File: src/rtl/pic_pkg.sv
package pic_pkg;
  localparam int DW = 8;
  localparam int IDX_W = $clog2(DW);
  localparam int VEC_SHIFT = 3;
  localparam logic [2:0] SEOI_CODE = 3'b011;

  typedef enum logic [1:0] {
    SEQ_READY = 2'd0,
    SEQ_VEC   = 2'd1,
    SEQ_ICW4  = 2'd2
  } seq_e;
endpackage

File: src/rtl/pic_wr_decode.sv
module pic_wr_decode
  import pic_pkg::*;
#(
  parameter int ADDR_W = 2
) (
  input  logic              clk,
  input  logic              rst_n,
  input  logic              wr_en,
  input  logic [ADDR_W-1:0] addr,
  input  logic [DW-1:0]     wdata,
  output logic              icw1_wr,
  output logic              ocw2_wr,
  output logic              ocw3_wr,
  output logic              odd_wr
);
  logic even_hit, odd_hit;

  always_comb begin
    even_hit = wr_en && (addr == ADDR_W'(0));
    odd_hit  = wr_en && (addr == ADDR_W'(1));
    icw1_wr  = even_hit && wdata[4];
    ocw2_wr  = even_hit && !wdata[4] && !wdata[3];
    ocw3_wr  = even_hit && !wdata[4] && wdata[3];
    odd_wr   = odd_hit;
  end


  strobe_onehot_chk: assert property (@(posedge clk) disable iff (!rst_n)
    $onehot0({icw1_wr, ocw2_wr, ocw3_wr, odd_wr}));
endmodule

File: src/rtl/pic_core.sv
module pic_core
  import pic_pkg::*;
(
  input  logic          clk,
  input  logic          rst_n,
  input  logic          icw1_wr,
  input  logic          ocw2_wr,
  input  logic          ocw3_wr,
  input  logic          odd_wr,
  input  logic [DW-1:0] wdata,
  input  logic [DW-1:0] req_in,
  input  logic [DW-1:0] svc_set,
  input  logic          shadow_wr,
  input  logic          shadow_val,
  output logic [DW-1:0] irr_o,
  output logic [DW-1:0] isr_o,
  output logic [DW-1:0] imr_o,
  output logic [DW-1:0] vec_o,
  output logic [DW-1:0] icw4_o,
  output logic [DW-1:0] ocw2_o,
  output logic [DW-1:0] ocw3_o,
  output logic          rd_sel_o,
  output logic          shadow_o
);
  logic [DW-1:0] irr_q, irr_d, isr_q, isr_d, imr_q, imr_d;
  logic [DW-1:0] vec_q, vec_d, icw4_q, icw4_d, ocw2_q, ocw2_d, ocw3_q, ocw3_d;
  logic          rd_sel_q, rd_sel_d, shadow_q, shadow_d;
  seq_e          seq_q, seq_d;
  logic          seoi;

  always_comb begin
    irr_d    = (irr_q | req_in) & ~svc_set;
    isr_d    = isr_q | svc_set;
    imr_d    = imr_q;
    vec_d    = vec_q;
    icw4_d   = icw4_q;
    ocw2_d   = ocw2_q;
    ocw3_d   = ocw3_q;
    rd_sel_d = rd_sel_q;
    shadow_d = shadow_q;
    seq_d    = seq_q;
    seoi     = ocw2_wr && (wdata[7:5] == SEOI_CODE);

    if (shadow_wr) shadow_d = shadow_val;
    if (ocw2_wr) ocw2_d = wdata;
    if (seoi) isr_d[wdata[IDX_W-1:0]] = 1'b0;
    if (ocw3_wr) begin
      ocw3_d = wdata;
      if (wdata[1]) rd_sel_d = wdata[0];
    end
    if (odd_wr) begin
      case (seq_q)
        SEQ_VEC: begin
          vec_d = wdata;
          seq_d = SEQ_ICW4;
        end
        SEQ_ICW4: begin
          icw4_d = wdata;
          seq_d  = SEQ_READY;
        end
        default: imr_d = wdata;
      endcase
    end
    if (icw1_wr) begin
      isr_d    = '0;
      imr_d    = '0;
      rd_sel_d = 1'b0;
      shadow_d = 1'b0;
      seq_d    = SEQ_VEC;
    end
  end

  always_ff @(posedge clk or negedge rst_n) begin
    if (!rst_n) begin
      irr_q    <= '0;
      isr_q    <= '0;
      imr_q    <= '0;
      vec_q    <= '0;
      icw4_q   <= '0;
      ocw2_q   <= '0;
      ocw3_q   <= '0;
      rd_sel_q <= 1'b0;
      shadow_q <= 1'b0;
      seq_q    <= SEQ_READY;
    end else begin
      irr_q    <= irr_d;
      isr_q    <= isr_d;
      imr_q    <= imr_d;
      vec_q    <= vec_d;
      icw4_q   <= icw4_d;
      ocw2_q   <= ocw2_d;
      ocw3_q   <= ocw3_d;
      rd_sel_q <= rd_sel_d;
      shadow_q <= shadow_d;
      seq_q    <= seq_d;
    end
  end

  assign irr_o    = irr_q;
  assign isr_o    = isr_q;
  assign imr_o    = imr_q;
  assign vec_o    = vec_q;
  assign icw4_o   = icw4_q;
  assign ocw2_o   = ocw2_q;
  assign ocw3_o   = ocw3_q;
  assign rd_sel_o = rd_sel_q;
  assign shadow_o = shadow_q;


  seoi_clear_chk: assert property (@(posedge clk) disable iff (!rst_n)
    (ocw2_wr && wdata[7:5] == SEOI_CODE) |=> !isr_q[$past(wdata[IDX_W-1:0])]);

  rdsel_keep_chk: assert property (@(posedge clk) disable iff (!rst_n)
    (ocw3_wr && !wdata[1]) |=> (rd_sel_q == $past(rd_sel_q)));

  shadow_init_off_chk: assert property (@(posedge clk) disable iff (!rst_n)
    icw1_wr |=> !shadow_q);

  seq_arm_chk: assert property (@(posedge clk) disable iff (!rst_n)
    icw1_wr |=> (seq_q == SEQ_VEC));
endmodule

File: src/rtl/pic_rd_port.sv
module pic_rd_port
  import pic_pkg::*;
#(
  parameter int ADDR_W    = 2,
  parameter bit AT_MASTER = 1'b1
) (
  input  logic              clk,
  input  logic              rst_n,
  input  logic              rd_en,
  input  logic [ADDR_W-1:0] addr,
  input  logic [DW-1:0]     irr,
  input  logic [DW-1:0]     isr,
  input  logic [DW-1:0]     imr,
  input  logic [DW-1:0]     vec,
  input  logic [DW-1:0]     icw4,
  input  logic [DW-1:0]     ocw2,
  input  logic [DW-1:0]     ocw3,
  input  logic              rd_sel,
  input  logic              shadow,
  input  logic              slave_isr_any,
  output logic [DW-1:0]     rdata
);
  localparam logic [DW-1:0] CASCADE_BIT = DW'(1) << 2;

  logic [DW-1:0] cascade_or, rd_val, rdata_q;

  generate
    if (AT_MASTER) begin : g_master
      assign cascade_or = slave_isr_any ? CASCADE_BIT : '0;
    end else begin : g_plain
      assign cascade_or = '0;
    end
  endgenerate

  always_comb begin
    rd_val = '1;
    if (addr == ADDR_W'(0)) begin
      if (shadow)      rd_val = {3'b000, ocw3[5], ocw2[7], icw4[4], icw4[1], icw4[3]};
      else if (rd_sel) rd_val = isr | cascade_or;
      else             rd_val = irr;
    end else if (addr == ADDR_W'(1)) begin
      rd_val = shadow ? (vec >> VEC_SHIFT) : imr;
    end
  end

  always_ff @(posedge clk or negedge rst_n) begin
    if (!rst_n)     rdata_q <= '1;
    else if (rd_en) rdata_q <= rd_val;
  end

  assign rdata = rdata_q;


  undecoded_ff_chk: assert property (@(posedge clk) disable iff (!rst_n)
    (rd_en && addr > ADDR_W'(1)) |=> (rdata == '1));

  shadow_vec_top_chk: assert property (@(posedge clk) disable iff (!rst_n)
    (rd_en && shadow && addr == ADDR_W'(1)) |=> (rdata[DW-1:DW-VEC_SHIFT] == '0));

  rdata_hold_chk: assert property (@(posedge clk) disable iff (!rst_n)
    !rd_en |=> $stable(rdata));
endmodule

File: src/rtl/pic_shadow_ctl.sv
module pic_shadow_ctl
  import pic_pkg::*;
#(
  parameter int ADDR_W    = 2,
  parameter bit AT_MASTER = 1'b1
) (
  input  logic              clk,
  input  logic              rst_n,
  input  logic              wr_en,
  input  logic              rd_en,
  input  logic [ADDR_W-1:0] addr,
  input  logic [DW-1:0]     wdata,
  output logic [DW-1:0]     rdata,
  input  logic [DW-1:0]     req_in,
  input  logic [DW-1:0]     svc_set,
  input  logic              slave_isr_any,
  input  logic              shadow_wr,
  input  logic              shadow_val
);
  logic [1:0] rst_sync;
  logic       rst_int_n;

  always_ff @(posedge clk or negedge rst_n) begin
    if (!rst_n) rst_sync <= 2'b00;
    else        rst_sync <= {rst_sync[0], 1'b1};
  end
  assign rst_int_n = rst_sync[1];

  logic icw1_wr, ocw2_wr, ocw3_wr, odd_wr;
  logic [DW-1:0] irr, isr, imr, vec, icw4, ocw2, ocw3;
  logic rd_sel, shadow;

  pic_wr_decode #(.ADDR_W(ADDR_W)) u_dec (
    .clk(clk), .rst_n(rst_int_n), .wr_en(wr_en), .addr(addr), .wdata(wdata),
    .icw1_wr(icw1_wr), .ocw2_wr(ocw2_wr), .ocw3_wr(ocw3_wr), .odd_wr(odd_wr)
  );

  pic_core u_core (
    .clk(clk), .rst_n(rst_int_n),
    .icw1_wr(icw1_wr), .ocw2_wr(ocw2_wr), .ocw3_wr(ocw3_wr), .odd_wr(odd_wr),
    .wdata(wdata), .req_in(req_in), .svc_set(svc_set),
    .shadow_wr(shadow_wr), .shadow_val(shadow_val),
    .irr_o(irr), .isr_o(isr), .imr_o(imr), .vec_o(vec), .icw4_o(icw4),
    .ocw2_o(ocw2), .ocw3_o(ocw3), .rd_sel_o(rd_sel), .shadow_o(shadow)
  );

  pic_rd_port #(.ADDR_W(ADDR_W), .AT_MASTER(AT_MASTER)) u_rd (
    .clk(clk), .rst_n(rst_int_n), .rd_en(rd_en), .addr(addr),
    .irr(irr), .isr(isr), .imr(imr), .vec(vec), .icw4(icw4),
    .ocw2(ocw2), .ocw3(ocw3), .rd_sel(rd_sel), .shadow(shadow),
    .slave_isr_any(slave_isr_any), .rdata(rdata)
  );
endmodule

File: config.mk
export PLATFORM = sky130hd
export DESIGN_NAME = pic_shadow_ctl
export DESIGN_NICKNAME = d
export VERILOG_FILES = /design/src/rtl/pic_pkg.sv /design/src/rtl/pic_wr_decode.sv /design/src/rtl/pic_core.sv /design/src/rtl/pic_rd_port.sv /design/src/rtl/pic_shadow_ctl.sv
export SDC_FILE = /design/constraint.sdc
export NUM_CORES = 1
export LEC_CHECK = 0
export BUFFER_PORTS_ARGS = -buffer_cell sky130_fd_sc_hd__buf_4
export CORE_MARGIN = 2
export CORE_UTILIZATION = 54
export CTS_CLUSTER_SIZE = 12
export DETAILED_ROUTE_END_ITERATION = 8
export PLACE_DENSITY = 0.9
export SLEW_MARGIN = 20
export SYNTH_ARGS = -nofsm -noshare
export SYNTH_HDL_FRONTEND = slang
export SYNTH_SLANG_ARGS = --single-unit
export TNS_END_PERCENT = 50
File: constraint.sdc
create_clock -name clk -period 1.8 [get_ports clk]
set_clock_uncertainty 0.15 [all_clocks]
set_input_delay 0.09 -clock clk [delete_from_list [all_inputs] [get_ports clk]]
set_output_delay 0.09 -clock clk [all_outputs]
set_load 0.005 [all_outputs]
* After elaboration in Yosys (flattened, before gate mapping)
Cells that the tools add are included.
Operators by class: order comparisons 2, equal/unequal tests 5, multiplexer cells 21, bitwise gates (word level) 7, reduce and logical (&&, ||, !) cells 22
Operators with widths (count):
- two-way mux 8 bit | 10
- bitwise OR 8 bit | 3
- AND 8 bit | 2
- NOT 8 bit | 2
- AND reduction 2 bit | 5
- logical AND 1 bit | 8
- nonzero test 2 bit | 4
- two-way mux 1 bit | 6
- == test 2 x 1 -> 1 bit (second input constant) | 2
- < comparator 3 x 4 -> 1 bit (second input constant) | 1
- two-way mux 2 bit | 2
- case mux 2 bit (2 select lines) | 1
- demux 1 bit (select 3 bit) | 1
- == test 3 x 2 -> 1 bit (second input constant) | 1
- greater-or-equal comparator 3 x 1 -> 1 bit (second input constant) | 1
- two-way mux 3 bit | 1
- nonzero test 3 bit | 1
- == test 2 bit (second input constant) | 1
- zero test 1 bit | 2
- zero test 2 bit | 1
- != test 2 x 1 -> 1 bit (second input constant) | 1
- OR reduction 2 bit | 1
Storage, ports and cells: register bits after elaboration 65, input port bits 33

* Depth between registers and ports, before layout
depth in word-level cells 8, depth in mapped cells 6, depth with buffers taken out 5

* Modules after synthesis
A second synthesis with hierarchy kept.
Second synthesis, totals: cells, all modules 248, area total of the unflattened synthesis 3072.9 µm²
By module, submodules not included:
- pic_core | times used 1, cells an instance 178, area an instance 2381.0 µm², seq. area each 1501.4 µm²
- pic_rd_port | times used 1, cells an instance 61, area an instance 595.6 µm², seq. area each 210.2 µm²
- pic_shadow_ctl | times used 1, cells an instance 3, area an instance 53.8 µm², seq. area each 50.0 µm²
- pic_wr_decode | times used 1, cells an instance 6, area an instance 42.5 µm², seq. area each 0.0 µm²

* Least setup slack after synthesis
Ideal clock, no wire load.
path type reg-to-reg, start point register u_core.seq_q[0], end point register u_core.imr_q[1] (netlist: u_core.imr_o[1]), library setup time 0.067 ns, data arrival time 1.431 ns, setup slack 0.152 ns, stages on the path, launching flop included 7, period minus slack after synthesis 1.648 ns, path through dfrtp_1 -> inv_1 -> ha_1 -> and4b_1 -> buf_2 -> nor2_1 -> a22o_1
On the way: word-level cells in the longest chain between the ends 4, elaborated cells between the ends (all ways) 5, classes of those cells 3 x eq/ne; 2 x reduce/logical
Ends and longest elaborated chain:
- from (decl) | line pic_core.sv:28 | seq_e seq_q, seq_d;
- from (signal assigned) | line pic_core.sv:95 | seq_q <= seq_d;
- == test 2 x 1 -> 1 bit or == test 2 bit (tied branches) | line pic_core.sv:52 | case (seq_q)
- OR reduction 2 bit (no line) (*)
- != test 2 x 1 -> 1 bit (no line) (*)
- AND reduction 2 bit (no line) (*)
- to (signal assigned) | line pic_core.sv:88 | imr_q <= imr_d;
- to (decl) | line pic_core.sv:25 | logic [DW-1:0] irr_q, irr_d, isr_q, isr_d, imr_q, imr_d;
Mark *: on every way between the ends. The rest lies on a longest branch, timed or not. A chain may end at the register's enable or synchronous reset.

==> metrics.yaml <==
die:
  die_h_um: 67.66
  dieArea_mm2: 0.004578
  start_util_pct: 55.51
  die_w_um: 67.66
  ioPinCount: 41
  rows: 23
  design.core.area_mm2: 0.003943
synthesis:
  synth.avg_cell_area_um2: 11.40
  async_flop_share_pct: 100.0
  synth_compound_area_share_pct: 16.18
  synth_cell_types: 35
  synth_warnings: 0
  synth_enable_flop_cells: 0
  synth_top_family_by_area: "compound AO/OA/AOI/OAI gates"
  synthXorXnorAreaFrac_pct: 0
  synthMuxAreaShare_pct: 10.46
  syn_inst: 192
  syn_area_mm2: 0.002188
  seq_area_frac_synth_pct: 55.35
  synth_fa_ha_area_share_pct: 1.144
  synth-simple-area-share_pct: 14.47
  synth-seq-cells: 48
  synth-main-ff-cell: "dfrtp_1"
  syn-num-nets: 227
placed_design:
  port_buffers: 40
  gp_congestion: 0.9464
  dp_hpwl_um: 3764
setup_path:
  cp_top_family: "buffers and inverters"
  r2r-end: "u_core.shadow_o$_DFFE_PN0P_"
  cpPeakStageDelay_ns: 0.56
  rr_startpoint: "u_core.shadow_o$_DFFE_PN0P_"
  crit_fanout: 8
  criticalPathCategory: "register to register"
  crit_arrival_ns: 1.72
  r2r_setup_slack_ns: 0.14
  slowest_stage: "dlygate4sd3_1"
  crit_chain: "buf_4, mux2i_1, dlygate4sd3_1, nor2_1"
  startpoint_type: "register"
  crit_path_end_kind: "register"
  ff2ff_path_depth: 4
  path_buf_inv: 2
  worst_ep_required_time_ns: 1.86
clock_tree:
  htreeDepth: 2
  clockBufferDepth: 2
  cts_buffers: 5
  clkLatencyLatePin_ns: 0.31
  clk_pin_slew_ns: 0.08
  cts-root-buf: "clkbuf_8"
  cts_tree: "built"
  cts_sinks: 48
  cts_setup_buffers: 0
timing:
  grt_setup_unrepaired: "false"
  period_share_pct: 92.37
  timing.hold.ws_ns: 0.03839
  finalHoldViolCount: 0
  slew_viol_final: 0
  finalSetupViolations: 0
  setup-tns-final_ns: 0
  max_freq_mhz: 601.4
  final.min_clock_period_ns: 1.663
min_path:
  min_path_type: "input port to register"
  min_path_cells: 4
  min-delay-start: "addr[1]"
  hold_end: "u_rd.rdata[5]$_DFFE_PN1P_"
grt:
  grtUsageTotal_pct: 30.37
  grt_pass1_vias: 1960
  grt_pass1_wl_um: 9832
  antenna_found_initial: 0
  grt_start_max_net_pins: 27
  grt_overflow: 0
layout:
  fill_cells: 215
  multi_input_area_um2: 930.9
  n_antenna_cell: 0
  drive_gt1_share_pct: 30.74
  areaGrowthSynthToFinish_pct: 38.42
  regArea_mm2: 0.001212
  nets: 304
detailed_routing:
  vias: 1966
  drc: 0
  via_per_inst: 6.144
  routedWlPerCell_um: 19.45
  ant_nets: 0
  drtIter0Drc: 193
  first_pass_iters: 4
  drt-total-wl_um: 6224
pwr:
  cellPowerDensity_mw_per_mm2: 1088
  power.leakage_nw: 1.345
  irDropWorstVdd_mv: 0.6368
flow_run:
  cap_violations: 0
run_status:
  status: "finished, final reports clean"
## tightest hold or removal path, cell delays in order
cell and delay [ns]:
buf_4 0.13, nor2_1 0.06, o21ai_0 0.07, a22o_1 0.12
## stage by stage
stage | cell area, µm² | util [%] | power, W | setup WS (ns) | std cells
3_5_place_dp | 2584 | 65.53 | 0.002277 | 0.07825 | 281
5_1_grt | 3029 | 76.83 | 0.003429 | 0.04665 | 320
6_report | 3029 | 76.83 | 0.003296 | 0.1373 | 320
4_1_cts | 3027 | 76.77 | 0.003254 | 0.05577 | 320
3_3_place_gp | 2584 | 65.53 | 0.002232 | 0.1931 | 281
2_1_floorplan | 2188 | - | 0.001983 | 0.1525 | 192
## layout by cell type (no fill, tap or decap), types with 3 or more instances in the layout
| cell | instances |
|---|---|
| a21oi_1 | 9 |
| a221oi_1 | 5 |
| a22o_1 | 10 |
| a31oi_1 | 6 |
| buf_4 | 46 |
| clkbuf_8 | 5 |
| dfrtp_1 | 39 |
| dfstp_2 | 8 |
| dlygate4sd3_1 | 31 |
| inv_1 | 4 |
| mux2_2 | 15 |
| mux2i_1 | 6 |
| nand2b_1 | 4 |
| nand3_1 | 3 |
| nor2_1 | 26 |
| nor2b_1 | 4 |
| nor3b_1 | 4 |
| o21a_1 | 3 |
| o21ai_0 | 15 |
## metal layers
layer / global-route usage [%] / wire, µm
met2: 49.75 / 3127
met5: 0 / 0
met1: 36.00 / 2340
met3: 6.000 / 476
met4: 20.41 / 280
## synth_stat cells (2+ instances only)
cell	instances	share of area, %
nor3b_1	4	1.4
a31oi_1	6	1.7
nor3_1	2	0.46
nand3_1	3	0.69
dfstp_2	8	9.6
a221oi_1	5	2.0
nand2b_1	4	1.1
buf_2	3	0.69
o21ai_0	15	3.4
nor2_1	27	4.6
mux2i_1	6	2.7
nor2b_1	4	1.1
inv_1	4	0.69
a21oi_1	9	2.1
a22o_1	10	4.0
and4bb_2	2	1.1
o21a_1	3	1.0
mux2_2	15	7.7
nand2_1	2	0.34
clkbuf_1	4	0.69
dfrtp_1	40	46
ha_1	2	1.1
a41oi_1	2	0.80
## state kept, by name, indices dropped and copies added (netlist names)
register and cells:
u_core.isr_o 8, u_rd.rdata 8, u_core.ocw2_o 1, u_core.icw4_o 3, u_core.ocw3_o 1, u_core.rd_sel_o 1
u_core.seq_q 2, rst_sync 2, u_core.irr_o 8, u_core.shadow_o 1, u_core.vec_o 5, u_core.imr_o 8
## cells by family after synthesis
kind of cell,count (synthesis)
AND/OR/NAND/NOR,55
AO/OA/AOI/OAI,53
flip-flops,48
multiplexers,21
buffers and inverters,12
adder cells (fa/ha/maj),2
other,1
## power breakdown
group | internal (W) | leakage [nW] | switching (W)
Clock | 0.000555 | 0.0654 | 0.000369
Sequential | 0.00138 | 0.556 | 0.000202
Combinational | 0.000461 | 0.724 | 0.000333
## area by class of cell
type	count	share of cell area, %
clock buffer	6	2.396
clock inverter	2	1.983
inverter	4	0.4957
multi-input combinational	132	30.73
sequential	48	40.02
tap	50	2.065
timing repair buffer	78	22.30
## repair_timing
action,4_1_cts,5_1_grt
hold buffers,31,0
hold endpoints to repair,42,0
resized for setup,0,1
endpoints found under the setup margin,0,7
## worst max path at each step
stage	start	to	cells past startpoint
after floorplan	u_core.seq_q[0]$_DFFE_PN0P_	u_core.imr_o[1]$_DFFE_PN0P_	6
after global placement	u_core.seq_q[0]$_DFFE_PN0P_	u_core.imr_o[7]$_DFFE_PN0P_	5
after detailed placement	u_core.seq_q[0]$_DFFE_PN0P_	u_core.imr_o[4]$_DFFE_PN0P_	5
after CTS	u_core.seq_q[0]$_DFFE_PN0P_	u_core.imr_o[4]$_DFFE_PN0P_	5
after global routing	u_core.shadow_o$_DFFE_PN0P_	u_core.shadow_o$_DFFE_PN0P_	4
final	u_core.shadow_o$_DFFE_PN0P_	u_core.shadow_o$_DFFE_PN0P_	4
(Power assumes the default switching activity.)
